## config.mk

```make
export PLATFORM = sky130hd
export DESIGN_NAME = bootld_ctrl
export DESIGN_NICKNAME = d
export VERILOG_FILES = /design/src/rtl/bootld_pkg.sv /design/src/rtl/bootld_txhold.sv /design/src/rtl/bootld_loadctr.sv /design/src/rtl/bootld_seq.sv /design/src/rtl/bootld_ctrl.sv
export SDC_FILE = /design/constraint.sdc
export NUM_CORES = 1
export LEC_CHECK = 0
export ABC_CLOCK_PERIOD_IN_PS = 2200
export BUFFER_PORTS_ARGS = -buffer_cell sky130_fd_sc_hd__buf_2
export CORE_MARGIN = 1.5
export CORE_UTILIZATION = 48
export DETAILED_ROUTE_END_ITERATION = 12
export HOLD_SLACK_MARGIN = 0.05
export PLACE_DENSITY = 0.72
export SLEW_MARGIN = 20
export SYNTH_ARGS = -nofsm -noshare
export SYNTH_HDL_FRONTEND = slang
export SYNTH_SLANG_ARGS = --single-unit
```

## constraint.sdc

```tcl
create_clock -name clk -period 2.2 [get_ports clk]
set_input_delay 0.33 -clock clk [delete_from_list [all_inputs] [get_ports clk]]
set_output_delay 0.33 -clock clk [all_outputs]
set_load 0.03 [all_outputs]
```

## src/rtl/bootld_pkg.sv

```systemverilog
`timescale 1ns/1ps
package bootld_pkg;

    localparam logic [7:0] SYNC_BYTE = 8'h55;
    localparam logic [7:0] ACK_BYTE  = 8'hAA;
    localparam logic [7:0] ERR_BYTE  = 8'hFF;

    typedef enum logic [3:0] {
        ST_SYNC,
        ST_LEN_HI,
        ST_LEN_LO,
        ST_DATA,
        ST_BLANK,
        ST_ERASE,
        ST_ACK,
        ST_GO,
        ST_FAIL,
        ST_HALT,
        ST_RUN
    } boot_state_e;

    // Legal program length: nonzero and within the load area.
    function automatic bit len_ok(input logic [15:0] n, input int unsigned cap);
        return (n != 16'd0) && (32'(n) <= cap);
    endfunction

endpackage

```

## src/rtl/bootld_txhold.sv

```systemverilog
`timescale 1ns/1ps
module bootld_txhold (
    input  logic       clk,
    input  logic       rst,
    input  logic       load,
    input  logic [7:0] load_byte,
    input  logic       tx_ready,
    output logic       tx_valid,
    output logic [7:0] tx_data
);

    always_ff @(posedge clk) begin
        if (rst) begin
            tx_valid <= 1'b0;
            tx_data  <= 8'h00;
        end else if (load) begin
            tx_valid <= 1'b1;
            tx_data  <= load_byte;
        end else if (tx_valid && tx_ready) begin
            tx_valid <= 1'b0;
        end
    end

    // a pending byte stays put until it is taken
    a_r11_tx_hold: assert property (@(posedge clk) disable iff (rst)
        (tx_valid && !tx_ready) |=> (tx_valid && $stable(tx_data)));

    // the sequencer never overwrites a pending byte
    a_r11_no_overwrite: assert property (@(posedge clk) disable iff (rst)
        load |-> !tx_valid);

endmodule

```

## src/rtl/bootld_loadctr.sv

```systemverilog
`timescale 1ns/1ps
module bootld_loadctr #(
    parameter  int unsigned           ADDR_W    = 20,
    parameter  logic [ADDR_W-1:0]     LOAD_BASE = 20'hFF300,
    parameter  int unsigned           MAX_LEN   = 3072,
    localparam int unsigned           CNT_W     = $clog2(MAX_LEN + 1)
) (
    input  logic              clk,
    input  logic              rst,
    input  logic              len_load,
    input  logic [CNT_W-1:0]  len_value,
    input  logic              step,
    input  logic [7:0]        din,
    output logic              last,
    output logic              ram_we,
    output logic [ADDR_W-1:0] ram_addr,
    output logic [7:0]        ram_wdata
);

    localparam logic [ADDR_W-1:0] TOP_ADDR = ADDR_W'(LOAD_BASE + ADDR_W'(MAX_LEN - 1));

    logic [CNT_W-1:0] remain_q;
    logic [CNT_W-1:0] off_q;

    always_ff @(posedge clk) begin
        if (rst) begin
            remain_q  <= '0;
            off_q     <= '0;
            ram_we    <= 1'b0;
            ram_addr  <= '0;
            ram_wdata <= 8'h00;
        end else begin
            ram_we <= 1'b0;
            if (len_load) begin
                remain_q <= len_value;
                off_q    <= '0;
            end else if (step) begin
                remain_q  <= remain_q - CNT_W'(1);
                off_q     <= off_q + CNT_W'(1);
                ram_we    <= 1'b1;
                ram_addr  <= LOAD_BASE + {{(ADDR_W-CNT_W){1'b0}}, off_q};
                ram_wdata <= din;
            end
        end
    end

    assign last = (remain_q == CNT_W'(1));

    // no payload byte is taken once the count is used up
    a_r5_no_write_past_end: assert property (@(posedge clk) disable iff (rst)
        step |-> (remain_q != '0));

    // every write lands inside the load area
    a_r5_addr_in_area: assert property (@(posedge clk) disable iff (rst)
        ram_we |-> (ram_addr >= LOAD_BASE && ram_addr <= TOP_ADDR));

endmodule

```

## src/rtl/bootld_seq.sv

```systemverilog
`timescale 1ns/1ps
module bootld_seq
    import bootld_pkg::*;
#(
    parameter  int unsigned MAX_LEN = 3072,
    localparam int unsigned CNT_W   = $clog2(MAX_LEN + 1)
) (
    input  logic             clk,
    input  logic             rst,
    input  logic             rx_valid,
    input  logic [7:0]       rx_data,
    output logic             rx_ready,
    input  logic             tx_pending,
    output logic             tx_load,
    output logic [7:0]       tx_byte,
    output logic             len_load,
    output logic [CNT_W-1:0] len_value,
    output logic             data_step,
    input  logic             last,
    output logic             blank_req,
    input  logic             blank_done,
    input  logic             blank_fail,
    output logic             erase_req,
    input  logic             erase_done,
    input  logic             erase_fail,
    output logic             exec_start
);

    boot_state_e state, state_nx;
    logic [7:0]  len_hi_q;
    logic [15:0] len_full;
    logic        accepting;
    logic        rx_fire;

    assign len_full  = {len_hi_q, rx_data};
    assign len_value = CNT_W'(len_full);
    assign accepting = (state == ST_SYNC) || (state == ST_LEN_HI) ||
                       (state == ST_LEN_LO) || (state == ST_DATA);
    assign rx_ready  = accepting && !tx_pending;
    assign rx_fire   = rx_valid && rx_ready;

    always_comb begin
        state_nx   = state;
        tx_load    = 1'b0;
        tx_byte    = rx_data;
        len_load   = 1'b0;
        data_step  = 1'b0;
        blank_req  = 1'b0;
        erase_req  = 1'b0;
        exec_start = 1'b0;
        unique case (state)
            ST_SYNC: begin
                if (rx_fire && rx_data == SYNC_BYTE) begin
                    tx_load  = 1'b1;
                    tx_byte  = ACK_BYTE;
                    state_nx = ST_LEN_HI;
                end
            end
            ST_LEN_HI: begin
                if (rx_fire) begin
                    tx_load  = 1'b1;
                    state_nx = ST_LEN_LO;
                end
            end
            ST_LEN_LO: begin
                if (rx_fire) begin
                    tx_load = 1'b1;
                    if (len_ok(len_full, MAX_LEN)) begin
                        len_load = 1'b1;
                        state_nx = ST_DATA;
                    end else begin
                        state_nx = ST_FAIL;
                    end
                end
            end
            ST_DATA: begin
                if (rx_fire) begin
                    tx_load   = 1'b1;
                    data_step = 1'b1;
                    if (last) state_nx = ST_BLANK;
                end
            end
            ST_BLANK: begin
                blank_req = 1'b1;
                if (blank_done) state_nx = blank_fail ? ST_ERASE : ST_ACK;
            end
            ST_ERASE: begin
                erase_req = 1'b1;
                if (erase_done) state_nx = erase_fail ? ST_FAIL : ST_ACK;
            end
            ST_ACK: begin
                if (!tx_pending) begin
                    tx_load  = 1'b1;
                    tx_byte  = ACK_BYTE;
                    state_nx = ST_GO;
                end
            end
            ST_GO: begin
                if (!tx_pending) begin
                    exec_start = 1'b1;
                    state_nx   = ST_RUN;
                end
            end
            ST_FAIL: begin
                if (!tx_pending) begin
                    tx_load  = 1'b1;
                    tx_byte  = ERR_BYTE;
                    state_nx = ST_HALT;
                end
            end
            default: state_nx = state;
        endcase
    end

    always_ff @(posedge clk) begin
        if (rst) begin
            state    <= ST_SYNC;
            len_hi_q <= 8'h00;
        end else begin
            state <= state_nx;
            if (state == ST_LEN_HI && rx_fire) len_hi_q <= rx_data;
        end
    end

    // a non-sync byte leaves the block waiting for sync
    a_r2_junk_ignored: assert property (@(posedge clk) disable iff (rst)
        (state == ST_SYNC && rx_fire && rx_data != SYNC_BYTE) |=> (state == ST_SYNC));

    // halt is permanent and refuses input
    a_r9_halt_sticks: assert property (@(posedge clk) disable iff (rst)
        (state == ST_HALT) |=> (state == ST_HALT && !rx_ready));

    // the start strobe lasts a single cycle
    a_r10_single_start: assert property (@(posedge clk) disable iff (rst)
        exec_start |=> !exec_start);

endmodule

```

## src/rtl/bootld_ctrl.sv

```systemverilog
`timescale 1ns/1ps
module bootld_ctrl #(
    parameter  int unsigned       ADDR_W    = 20,
    parameter  logic [ADDR_W-1:0] LOAD_BASE = 20'hFF300,
    parameter  int unsigned       MAX_LEN   = 3072
) (
    input  logic              clk,
    input  logic              rst,
    input  logic              rx_valid,
    input  logic [7:0]        rx_data,
    output logic              rx_ready,
    output logic              tx_valid,
    output logic [7:0]        tx_data,
    input  logic              tx_ready,
    output logic              ram_we,
    output logic [ADDR_W-1:0] ram_addr,
    output logic [7:0]        ram_wdata,
    output logic              blank_req,
    input  logic              blank_done,
    input  logic              blank_fail,
    output logic              erase_req,
    input  logic              erase_done,
    input  logic              erase_fail,
    output logic              exec_start,
    output logic [ADDR_W-1:0] exec_addr
);

    localparam int unsigned CNT_W = $clog2(MAX_LEN + 1);

    logic             tx_load;
    logic [7:0]       tx_byte;
    logic             len_load;
    logic [CNT_W-1:0] len_value;
    logic             data_step;
    logic             last;

    bootld_seq #(.MAX_LEN(MAX_LEN)) u_seq (
        .clk        (clk),
        .rst        (rst),
        .rx_valid   (rx_valid),
        .rx_data    (rx_data),
        .rx_ready   (rx_ready),
        .tx_pending (tx_valid),
        .tx_load    (tx_load),
        .tx_byte    (tx_byte),
        .len_load   (len_load),
        .len_value  (len_value),
        .data_step  (data_step),
        .last       (last),
        .blank_req  (blank_req),
        .blank_done (blank_done),
        .blank_fail (blank_fail),
        .erase_req  (erase_req),
        .erase_done (erase_done),
        .erase_fail (erase_fail),
        .exec_start (exec_start)
    );

    bootld_txhold u_tx (
        .clk       (clk),
        .rst       (rst),
        .load      (tx_load),
        .load_byte (tx_byte),
        .tx_ready  (tx_ready),
        .tx_valid  (tx_valid),
        .tx_data   (tx_data)
    );

    bootld_loadctr #(
        .ADDR_W    (ADDR_W),
        .LOAD_BASE (LOAD_BASE),
        .MAX_LEN   (MAX_LEN)
    ) u_load (
        .clk       (clk),
        .rst       (rst),
        .len_load  (len_load),
        .len_value (len_value),
        .step      (data_step),
        .din       (rx_data),
        .last      (last),
        .ram_we    (ram_we),
        .ram_addr  (ram_addr),
        .ram_wdata (ram_wdata)
    );

    assign exec_addr = LOAD_BASE;

endmodule

```

* Word-level counts from Yosys, hierarchy flattened
Cells that the tools add are included.
** Operators by class
- Reduce and logical (&&, ||, !) cells :: 20
- Bitwise operators :: 1
- Add/sub/neg operators :: 3
- Equal/unequal tests :: 20
- Magnitude comparators :: 1
- Multiplexer cells :: 34
** Operators with widths (count)
- two-way mux 4 bit :: 12
- one-hot mux 4 bit (9 select lines) :: 1
- two-way mux 12 bit :: 2
- two-way mux 8 bit :: 3
- one-hot mux 8 bit (3 select lines) :: 1
- == test 4 x 3 -> 1 bit, second input constant :: 4
- less-or-equal comparator 16 x 12 -> 1 bit, second input constant :: 1
- nonzero test 16 bit :: 1
- adder 13 x 13 -> 14 bit, first input constant :: 1
- inequality test 2 bit, second input constant :: 7
- two-way mux 1 bit :: 13
- adder 12 x 1 -> 12 bit, second input constant :: 1
- == test 12 x 1 -> 1 bit, second input constant :: 1
- subtractor 12 x 1 -> 12 bit, second input constant :: 1
- AND reduction 11 bit :: 1
- nonzero test 9 bit :: 1
- == test 4 x 2 -> 1 bit, second input constant :: 2
- == test 8 x 7 -> 1 bit, second input constant :: 1
- logical AND 1 bit :: 6
- inequality test 2 x 1 -> 1 bit, second input constant :: 3
- == test 4 x 1 -> 1 bit, second input constant :: 1
- == test 4 bit, second input constant :: 1
- zero test 4 bit :: 1
- nonzero test 2 bit :: 2
- other kinds (8) :: 11
** Storage, ports and cells
- Output and inout port bits :: 62
- Input port bits :: 16
- Register bits :: 74

* Logic depth before layout (Yosys ltp)
Gate-level depths: netlist of the first run.
- Word-level depth :: 10
- Gate-level depth with buffers :: 8
- Depth with buffers taken out :: 7

* Modules after synthesis
A second synthesis of the first run with hierarchy kept.
** Second synthesis, totals
- Cell total of the unflattened synthesis :: 441
- Area, all modules :: 3613.5 µm²
** By module, submodules not included
- bootld_loadctr :: area each 2113.3 µm², cells each 256, times used 1, sequential area each 940.9 µm²
- bootld_seq :: area each 1021.0 µm², cells each 133, times used 1, sequential area each 240.2 µm²
- bootld_txhold :: area each 321.6 µm², cells each 30, times used 1, sequential area each 180.2 µm²
- bootld_ctrl :: area each 157.7 µm², cells each 22, times used 1, sequential area each 0.0 µm²

* Worst setup path after synthesis of the first run
OpenSTA, ideal clock, no wires.
- Kind :: flip-flop to output port
- Start :: register u_seq.state[2]
- End :: output blank_req
- Setup slack :: 82 ps
- Cell stages (with the launch flop) :: 4
- Arrival time :: 1788 ps
- Cells stage by stage :: dfxtp_1 > buf_2 > clkbuf_1 > nor4b_1
** On the way
- Longest elaborated chain between the ends :: 2
** RTL lines
- start: declaration :: RTL line bootld_seq.sv:29 : boot_state_e state, state_nx;
- start signal: assignment :: RTL line bootld_seq.sv:120 : state <= state_nx;
- == test 4 x 3 -> 1 bit :: RTL line bootld_seq.sv:51 : unique case (state)
- two-way mux 1 bit :: RTL line bootld_seq.sv:51
- end: declaration :: RTL line bootld_ctrl.sv:18 : output logic blank_req,
Every way passes these cells.

* Worst setup path in the final report of the first run
- Start :: register u_seq.state[3]
- End :: register u_load.remain_q[7]
** On the way
- Longest elaborated chain between the ends :: 9
- Elaborated cells between the ends (all ways) :: 15
- Classes of those cells :: eq/ne: 3; mux: 5; reduce/logical: 7
** RTL lines
- == test 4 x 1 -> 1 bit or zero test 4 bit (tied branches) :: RTL line bootld_seq.sv:37 : assign accepting = (state == ST_SYNC) || (state == ST_LEN_HI) ||
- logical OR 1 bit (2 in a row) :: RTL line bootld_seq.sv:37
- logical OR 1 bit :: RTL line bootld_seq.sv:38 : (state == ST_LEN_LO) || (state == ST_DATA);
- logical AND 1 bit :: RTL line bootld_seq.sv:39 : assign rx_ready = accepting && !tx_pending;
- logical AND 1 bit :: RTL line bootld_seq.sv:40 : assign rx_fire = rx_valid && rx_ready;
- two-way mux 1 bit, on equally long branches :: RTL line bootld_seq.sv:66, bootld_seq.sv:77
- two-way mux 1 bit :: RTL line bootld_seq.sv:51
- two-way mux 12 bit or nonzero test 2 bit (tied branches)
- end signal: assignment :: RTL line bootld_loadctr.sv:35 : remain_q <= len_value;
- end signal: assignment :: RTL line bootld_loadctr.sv:38 : remain_q <= remain_q - CNT_W'(1);
- end: declaration :: RTL line bootld_loadctr.sv:22 : logic [CNT_W-1:0] remain_q;
Several ways; a longest one is shown, not always the timed one.
A chain may end at the register's enable or synchronous reset.

==> impl_metrics.env, run 1 <==
export IMPL_met2_usage_pct=36.2
export IMPL_grtUsageTotal_pct=23.2
export IMPL_p_sw_share_pct=31.5
export IMPL_cp_end_kind="flop"
export IMPL_routedWlPerCell_um=14.5
export IMPL_antenna_found_initial=0
export IMPL_rows=31
export IMPL_port_buffer_count=57
export IMPL_core_um2=7250
export IMPL_final_common_cell="nand2_1"
export IMPL_maxClockFrequency_ghz=0.499
export IMPL_cp_arrival_ns=2.29
export IMPL_drive_above_1_share_pct=22.0
export IMPL_synth_edf_count=0
export IMPL_die_w_um=89.4
export IMPL_drv_slew=0
export IMPL_p_sw_mw=0.907
export IMPL_fin_cells=603
export IMPL_cts_tree="yes"
export IMPL_initial_utilization_pct=49.4
export IMPL_die_height_um=89.4
export IMPL_synth_area_mux_share_pct=1.99
export IMPL_grt_pass1_vias=2960
export IMPL_min_period_ns=2.01
export IMPL_hold_violations=0
export IMPL_crit_fanout=7
export IMPL_reg2reg_depth=6
export IMPL_outcome="complete, no violations"
export IMPL_cts_sinks=68
export IMPL_syn_avg_cell_area_um2=8.10
export IMPL_vdd_drop_max_uv=368
export IMPL_final_nets=521
export IMPL_p_per_area_nw_per_um2=701
export IMPL_worstPathRequired_ns=2.48
export IMPL_setup_viol=0
export IMPL_setup_tns_final_ns=0
export IMPL_viasPerCell=5.54
export IMPL_place_congestion=0.918
export IMPL_path_class="flop to flop"
export IMPL_root_buffer="clkbuf_8"
export IMPL_hold_class="input port to flop"
export IMPL_grtUsageMet1_pct=30.2
export IMPL_power_leakage_nw=1.61
export IMPL_whs_endpoint="u_seq.len_hi_q[3]$_SDFFE_PP0P_"
export IMPL_timing_final_ws_setup_ns=0.195
export IMPL_postRouteAntennaNets=0
export IMPL_critical_path_startpoint_type="flop"
export IMPL_synth_top_family_by_area="simple AND/OR/NAND/NOR gates"
export IMPL_clkTransAtPathRegs_ns=0.07
export IMPL_holdBufCountCts=0
export IMPL_crit_path_start="u_seq.state[3]$_SDFFE_PP0P_"
export IMPL_max_cap_viol_count=0
export IMPL_drc=0
export IMPL_r2r_slack_ns=0.19
export IMPL_yosys_area_share_simple_pct=26.3
export IMPL_cts_setup_buffers=0
export IMPL_area_growth_pct=14.8
export IMPL_ys_ff_latch=68
export IMPL_htree_levels=3
export IMPL_grt_busiest_layer="met2"
export IMPL_vias=3343
export IMPL_antenna_cells=0
export IMPL_worstSkewPairLatency_ns=0.35
export IMPL_fillers=694
export IMPL_worst_r2r_startpoint="u_seq.state[3]$_SDFFE_PP0P_"
export IMPL_worst_hold_slack_ns=0.291
export IMPL_cts_resized=0
export IMPL_dpl_worst_slack_ns=0.0628
export IMPL_synth_async_reset_ratio_pct=0
export IMPL_cts_buffer_depth=2
export IMPL_hold_start="rx_data[3]"
export IMPL_ys_types=60
export IMPL_synthXorXnorAreaFrac_pct=3.18
export IMPL_first_pass_iters=5
export IMPL_slew_headroom_pct=62.5
export IMPL_grt_max_degree=35
export IMPL_placed_cells=588
export IMPL_seq_area_frac_synth_pct=38.0
export IMPL_synth_warning_count=0
export IMPL_rsz0062_at_grt="no"
export IMPL_comb_power_share_pct=22.6
export IMPL_grt_use_met3_pct=6.74
export IMPL_dp_hpwl_um=6260
export IMPL_syn_cell_area_um2=3580
export IMPL_synth_ff_type="dfxtp_1"
export IMPL_final_cell_mix="nand2_1 (69), dfxtp_1 (68), buf_2 (57)"
export IMPL_grt_pass1_wl_um=14200
export IMPL_period_share_pct=91.1
export IMPL_timing_rr_end="u_load.remain_q[7]$_SDFFE_PP0P_"
export IMPL_p_int_mw=1.98
export IMPL_p_total_mw=2.88
export IMPL_tightest_slew_ns=0.557
export IMPL_overflow=0
export IMPL_first_iter_violations=270
export IMPL_fin_skew_ns=0.00579
export IMPL_p_seq_share_pct=45.8
export IMPL_synth_cells=442
export IMPL_power_frac_clock_pct=31.6
export IMPL_die_area_um2=7990
export IMPL_synth_compound_area_share_pct=18.5
export IMPL_pin_count=78
export IMPL_routed_wl_um=8720
export IMPL_cts_made_buffers=9
export IMPL_whs_path_depth=3
export IMPL_synth_fa_ha_area_share_pct=1.75
cells in the mapped netlist, types with 2 or more instances:
cell type  count  area (um2)
nand2_1       69         259
dfxtp_1       68        1360
a21oi_1       42         210
nor2_1        39         146
buf_4         28         210
nand3_1       23         115
clkbuf_1      15        56.3
o21ai_0       14        70.1
inv_1         10        37.5
nor3_1         9        45.0
xnor2_1        9        78.8
buf_2          7        35.0
a211oi_1       6        45.0
a31oi_1        6        37.5
mux2i_1        6        60.1
ha_1           5        62.6
nand4_1        5        31.3
nor4_1         5        31.3
a22oi_1        4        30.0
a2bb2oi_1      4        35.0
and2_1         4        25.0
nand2b_1       4        25.0
o221a_2        4        45.0
xor2_1         4        35.0
nor2b_1        3        18.8
nor4_2         3        37.5
or3_1          3        18.8
or4_1          3        22.5
a21oi_2        2        17.5
and3_1         2        12.5
and4_1         2        17.5
buf_6          2        22.5
conb_1         2        7.51
nor4_4         2        42.5
o21a_1         2        15.0
o32a_1         2        20.0
stage by stage:
| step | util, % | instance area, um2 |
|---|---|---|
| 2_1_floorplan | - | 3650 |
| 3_3_place_gp | 54.4 | 3940 |
| 3_5_place_dp | 54.4 | 3940 |
| 4_1_cts | 56.7 | 4110 |
| 5_1_grt | 56.7 | 4110 |
| 6_report | 56.7 | 4110 |
flip-flops by register name, indices dropped and copies added, names as in the netlist:
register / cells
u_load.off_q: 12
u_load.ram_addr: 14
u_seq.len_hi_q: 8
u_load.ram_we: 1
u_load.remain_q: 12
u_tx.tx_data: 8
u_load.ram_wdata: 8
u_seq.state: 4
u_tx.tx_valid: 1
power groups by stage:
stage               combinational [mW]  sequential (mW)  clock, mW
floorplan                        0.452             1.38          0
detailed placement               0.644             1.35          0
global placement                 0.636             1.35          0
finish                           0.652             1.32      0.911
global route                     0.709             1.33      0.994
CTS                              0.646             1.32      0.936
critical path, cell delays in order (launching register included):
cell,delay (ns)
dfxtp_1,0.40
or4b_1,0.54
buf_4,0.19
nor4_4,0.38
nand2b_1,0.14
a2bb2oi_1,0.16
a21oi_2,0.12
cell families after synthesis:
kind of cell               Yosys count
and+or+nand+nor                    185
adders and majority gates            5
AOI/OAI and AO/OA                  100
muxes                                7
DFF                                 68
other                                2
buffers and inverters               62
xor gates and xnor gates            13
routing by layer:
| metal | share of wire (%) | routed length, um |
|---|---|---|
| met1 | 44 | 3830 |
| met2 | 48 | 4150 |
| met3 | 6.2 | 544 |
| met4 | 2.2 | 196 |
| met5 | 0 | 0 |
worst max path at each step:
stage / end / slack [ns]
final: u_load.remain_q[7]$_SDFFE_PP0P_ / 0.19
after global routing: u_seq.state[0]$_SDFFE_PP0P_ / 0.08
after CTS: u_load.remain_q[11]$_SDFFE_PP0P_ / 0.21
after detailed placement: u_seq.state[0]$_SDFFE_PP0P_ / 0.06
after global placement: u_seq.state[0]$_SDFFE_PP0P_ / 0.10
after floorplan: blank_req / 0.08
area by class of cell:
class	count	area (um2)	area share, %
multi-input cells	330	1930	46.9
flip-flops and latches	68	1360	33.1
repair buffers	81	490	11.9
clock buffers	13	159	3.86
well taps	99	124	3.01
inverters	10	37.5	0.913
clock inverters	2	10.0	0.243
No activity file was read; power rests on OpenSTA's default activity.
==> run 2, diff against run 1 <==
- PLACE_DENSITY: 0.72 -> 0.83
==> impl_metrics.env, run 2 (synthesis results as in run 1) <==
export IMPL_outcome="complete, no violations"
export IMPL_antenna_found_initial=0
export IMPL_critical_path_startpoint_type="flop"
export IMPL_core_um2=7250
export IMPL_whs_endpoint="u_tx.tx_valid$_SDFFE_PP0P_"
export IMPL_final_cell_mix="nand2_1 (69), dfxtp_1 (68), buf_2 (57)"
export IMPL_cp_arrival_ns=2.35
export IMPL_whs_path_depth=3
export IMPL_routedWlPerCell_um=14.7
export IMPL_worstPathRequired_ns=2.48
export IMPL_die_height_um=89.4
export IMPL_max_cap_viol_count=0
export IMPL_hold_class="input port to flop"
export IMPL_vdd_drop_max_uv=424
export IMPL_p_per_area_nw_per_um2=750
export IMPL_grt_pass1_wl_um=14500
export IMPL_critical_path_top_delay_family="compound AO/OA/AOI/OAI gates"
export IMPL_maxClockFrequency_ghz=0.484
export IMPL_die_area_um2=7990
export IMPL_period_share_pct=93.9
export IMPL_largest_reg_flops=14
export IMPL_fin_cells=605
export IMPL_place_congestion=0.943
export IMPL_power_leakage_nw=1.63
export IMPL_grtUsageMet1_pct=30.6
export IMPL_worst_hold_slack_ns=0.288
export IMPL_setup_viol=0
export IMPL_drc=0
export IMPL_pin_count=78
export IMPL_overflow=0
export IMPL_htree_levels=3
export IMPL_regMostFlops="u_load.ram_addr"
export IMPL_grt_pass1_vias=3007
export IMPL_rsz0062_at_grt="no"
export IMPL_placed_cells=589
export IMPL_first_pass_iters=5
export IMPL_cts_sinks=68
export IMPL_crit_fanout=9
export IMPL_cp_end_kind="flop"
export IMPL_path_cells="buf_4 -> or2_2 -> mux2_2 -> o32ai_4 -> o221a_2"
export IMPL_initial_utilization_pct=49.4
export IMPL_placed_area_um2=3940
export IMPL_grt_busiest_layer="met2"
export IMPL_postRouteAntennaNets=0
export IMPL_dp_hpwl_um=6530
export IMPL_tightest_slew_ns=0.547
export IMPL_top_regs="u_load.ram_addr x14, u_load.off_q x12, u_load.remain_q x12"
export IMPL_root_buffer="clkbuf_8"
export IMPL_slowest_stage="o32ai_4"
export IMPL_final_area_um2=4160
export IMPL_viasPerCell=5.61
export IMPL_cp_slowest_stage_delay_ns=0.48
export IMPL_fin_skew_ns=0.0111
export IMPL_min_period_ns=2.07
export IMPL_drive_above_1_share_pct=22.9
export IMPL_met2_usage_pct=38.8
export IMPL_cts_tree="yes"
export IMPL_reg2reg_depth=5
export IMPL_port_buffer_count=57
export IMPL_grt_max_degree=36
export IMPL_routed_wl_um=8910
export IMPL_cts_buffer_depth=2
export IMPL_cts_made_buffers=9
export IMPL_r2r_slack_ns=0.13
export IMPL_clkTransAtPathRegs_ns=0.08
export IMPL_setup_tns_final_ns=0
export IMPL_slew_headroom_pct=63.6
export IMPL_die_w_um=89.4
export IMPL_crit_buf_inv=1
export IMPL_fin_util_pct=57.4
export IMPL_rows=31
export IMPL_hold_violations=0
export IMPL_path_class="flop to flop"
export IMPL_area_growth_pct=16.2
export IMPL_first_iter_violations=285
export IMPL_grtUsageTotal_pct=23.3
export IMPL_timing_final_ws_setup_ns=0.134
export IMPL_grt_use_met3_pct=4.16
export IMPL_timing_rr_end="u_tx.tx_data[1]$_SDFFE_PP0P_"
export IMPL_dpl_worst_slack_ns=0.0754
export IMPL_final_nets=522
export IMPL_antenna_cells=0
export IMPL_vias=3393
export IMPL_drv_slew=0
export IMPL_hold_start="tx_ready"
export IMPL_p_total_mw=3.12
export IMPL_worstSkewPairLatency_ns=0.34
export IMPL_worst_r2r_startpoint="u_seq.state[1]$_SDFFE_PP0P_"
export IMPL_final_common_cell="nand2_1"
-- run 2: cell types whose count changed in the layout (fill, tap and decap cells not counted), moves of 2 or more --
cell | before | now
clkbuf_8 | 11 | 9
clkinv_4 | 0 | 2
bufinv_16 | 0 | 2
clkbuf_1 | 2 | 0
buf_4 | 22 | 24
-- run 2: what timing repair did --
action	CTS	global route
buffers inserted	0	0
resized for setup	0	1
setup endpoints to repair	0	2
hold buffers	0	0
-- run 2: per-layer routing --
metal | routed length, um | vias to the layer above
met1 | 3780 | 1597
met2 | 4350 | 158
li1 | - | 1624
met4 | 141 | 0
met5 | 0 | -
met3 | 639 | 14
-- run 2: worst max-delay path by stage --
stage	start	end	slack (ns)	cells after the start
2_1_floorplan	u_seq.state[2]$_SDFFE_PP0P_	blank_req	0.08	3
3_3_place_gp	rx_data[0]	u_seq.state[0]$_SDFFE_PP0P_	0.11	7
3_5_place_dp	rx_data[0]	u_seq.state[0]$_SDFFE_PP0P_	0.08	7
4_1_cts	u_seq.state[3]$_SDFFE_PP0P_	u_load.remain_q[7]$_SDFFE_PP0P_	0.07	5
5_1_grt	u_seq.state[2]$_SDFFE_PP0P_	u_seq.state[0]$_SDFFE_PP0P_	0.01	6
6_report	u_seq.state[1]$_SDFFE_PP0P_	u_tx.tx_data[1]$_SDFFE_PP0P_	0.13	5
-- run 2: layout make-up --
type                            instances  area (um2)
Fill cell                             659        3090
Sequential cell                        68        1360
Timing Repair Buffer                   82         485
Clock buffer                            9         124
Multi-Input combinational cell        330        1930
Inverter                               10        37.5
Tap cell                               99         124
Clock inverter                          7        98.8
-- run 2: power breakdown --
part | leakage, nW | switching, mW | internal (mW) | total [mW]
combinational | 0.974 | 0.420 | 0.231 | 0.651
sequential | 0.548 | 0.0456 | 1.28 | 1.32
clock | 0.110 | 0.503 | 0.644 | 1.15
-- run 2: worst reg2reg max path: stages (launching register included) --
cell and delay, ns:
dfxtp_1 0.40, buf_4 0.20, or2_2 0.34, mux2_2 0.30, o32ai_4 0.48, o221a_2 0.28
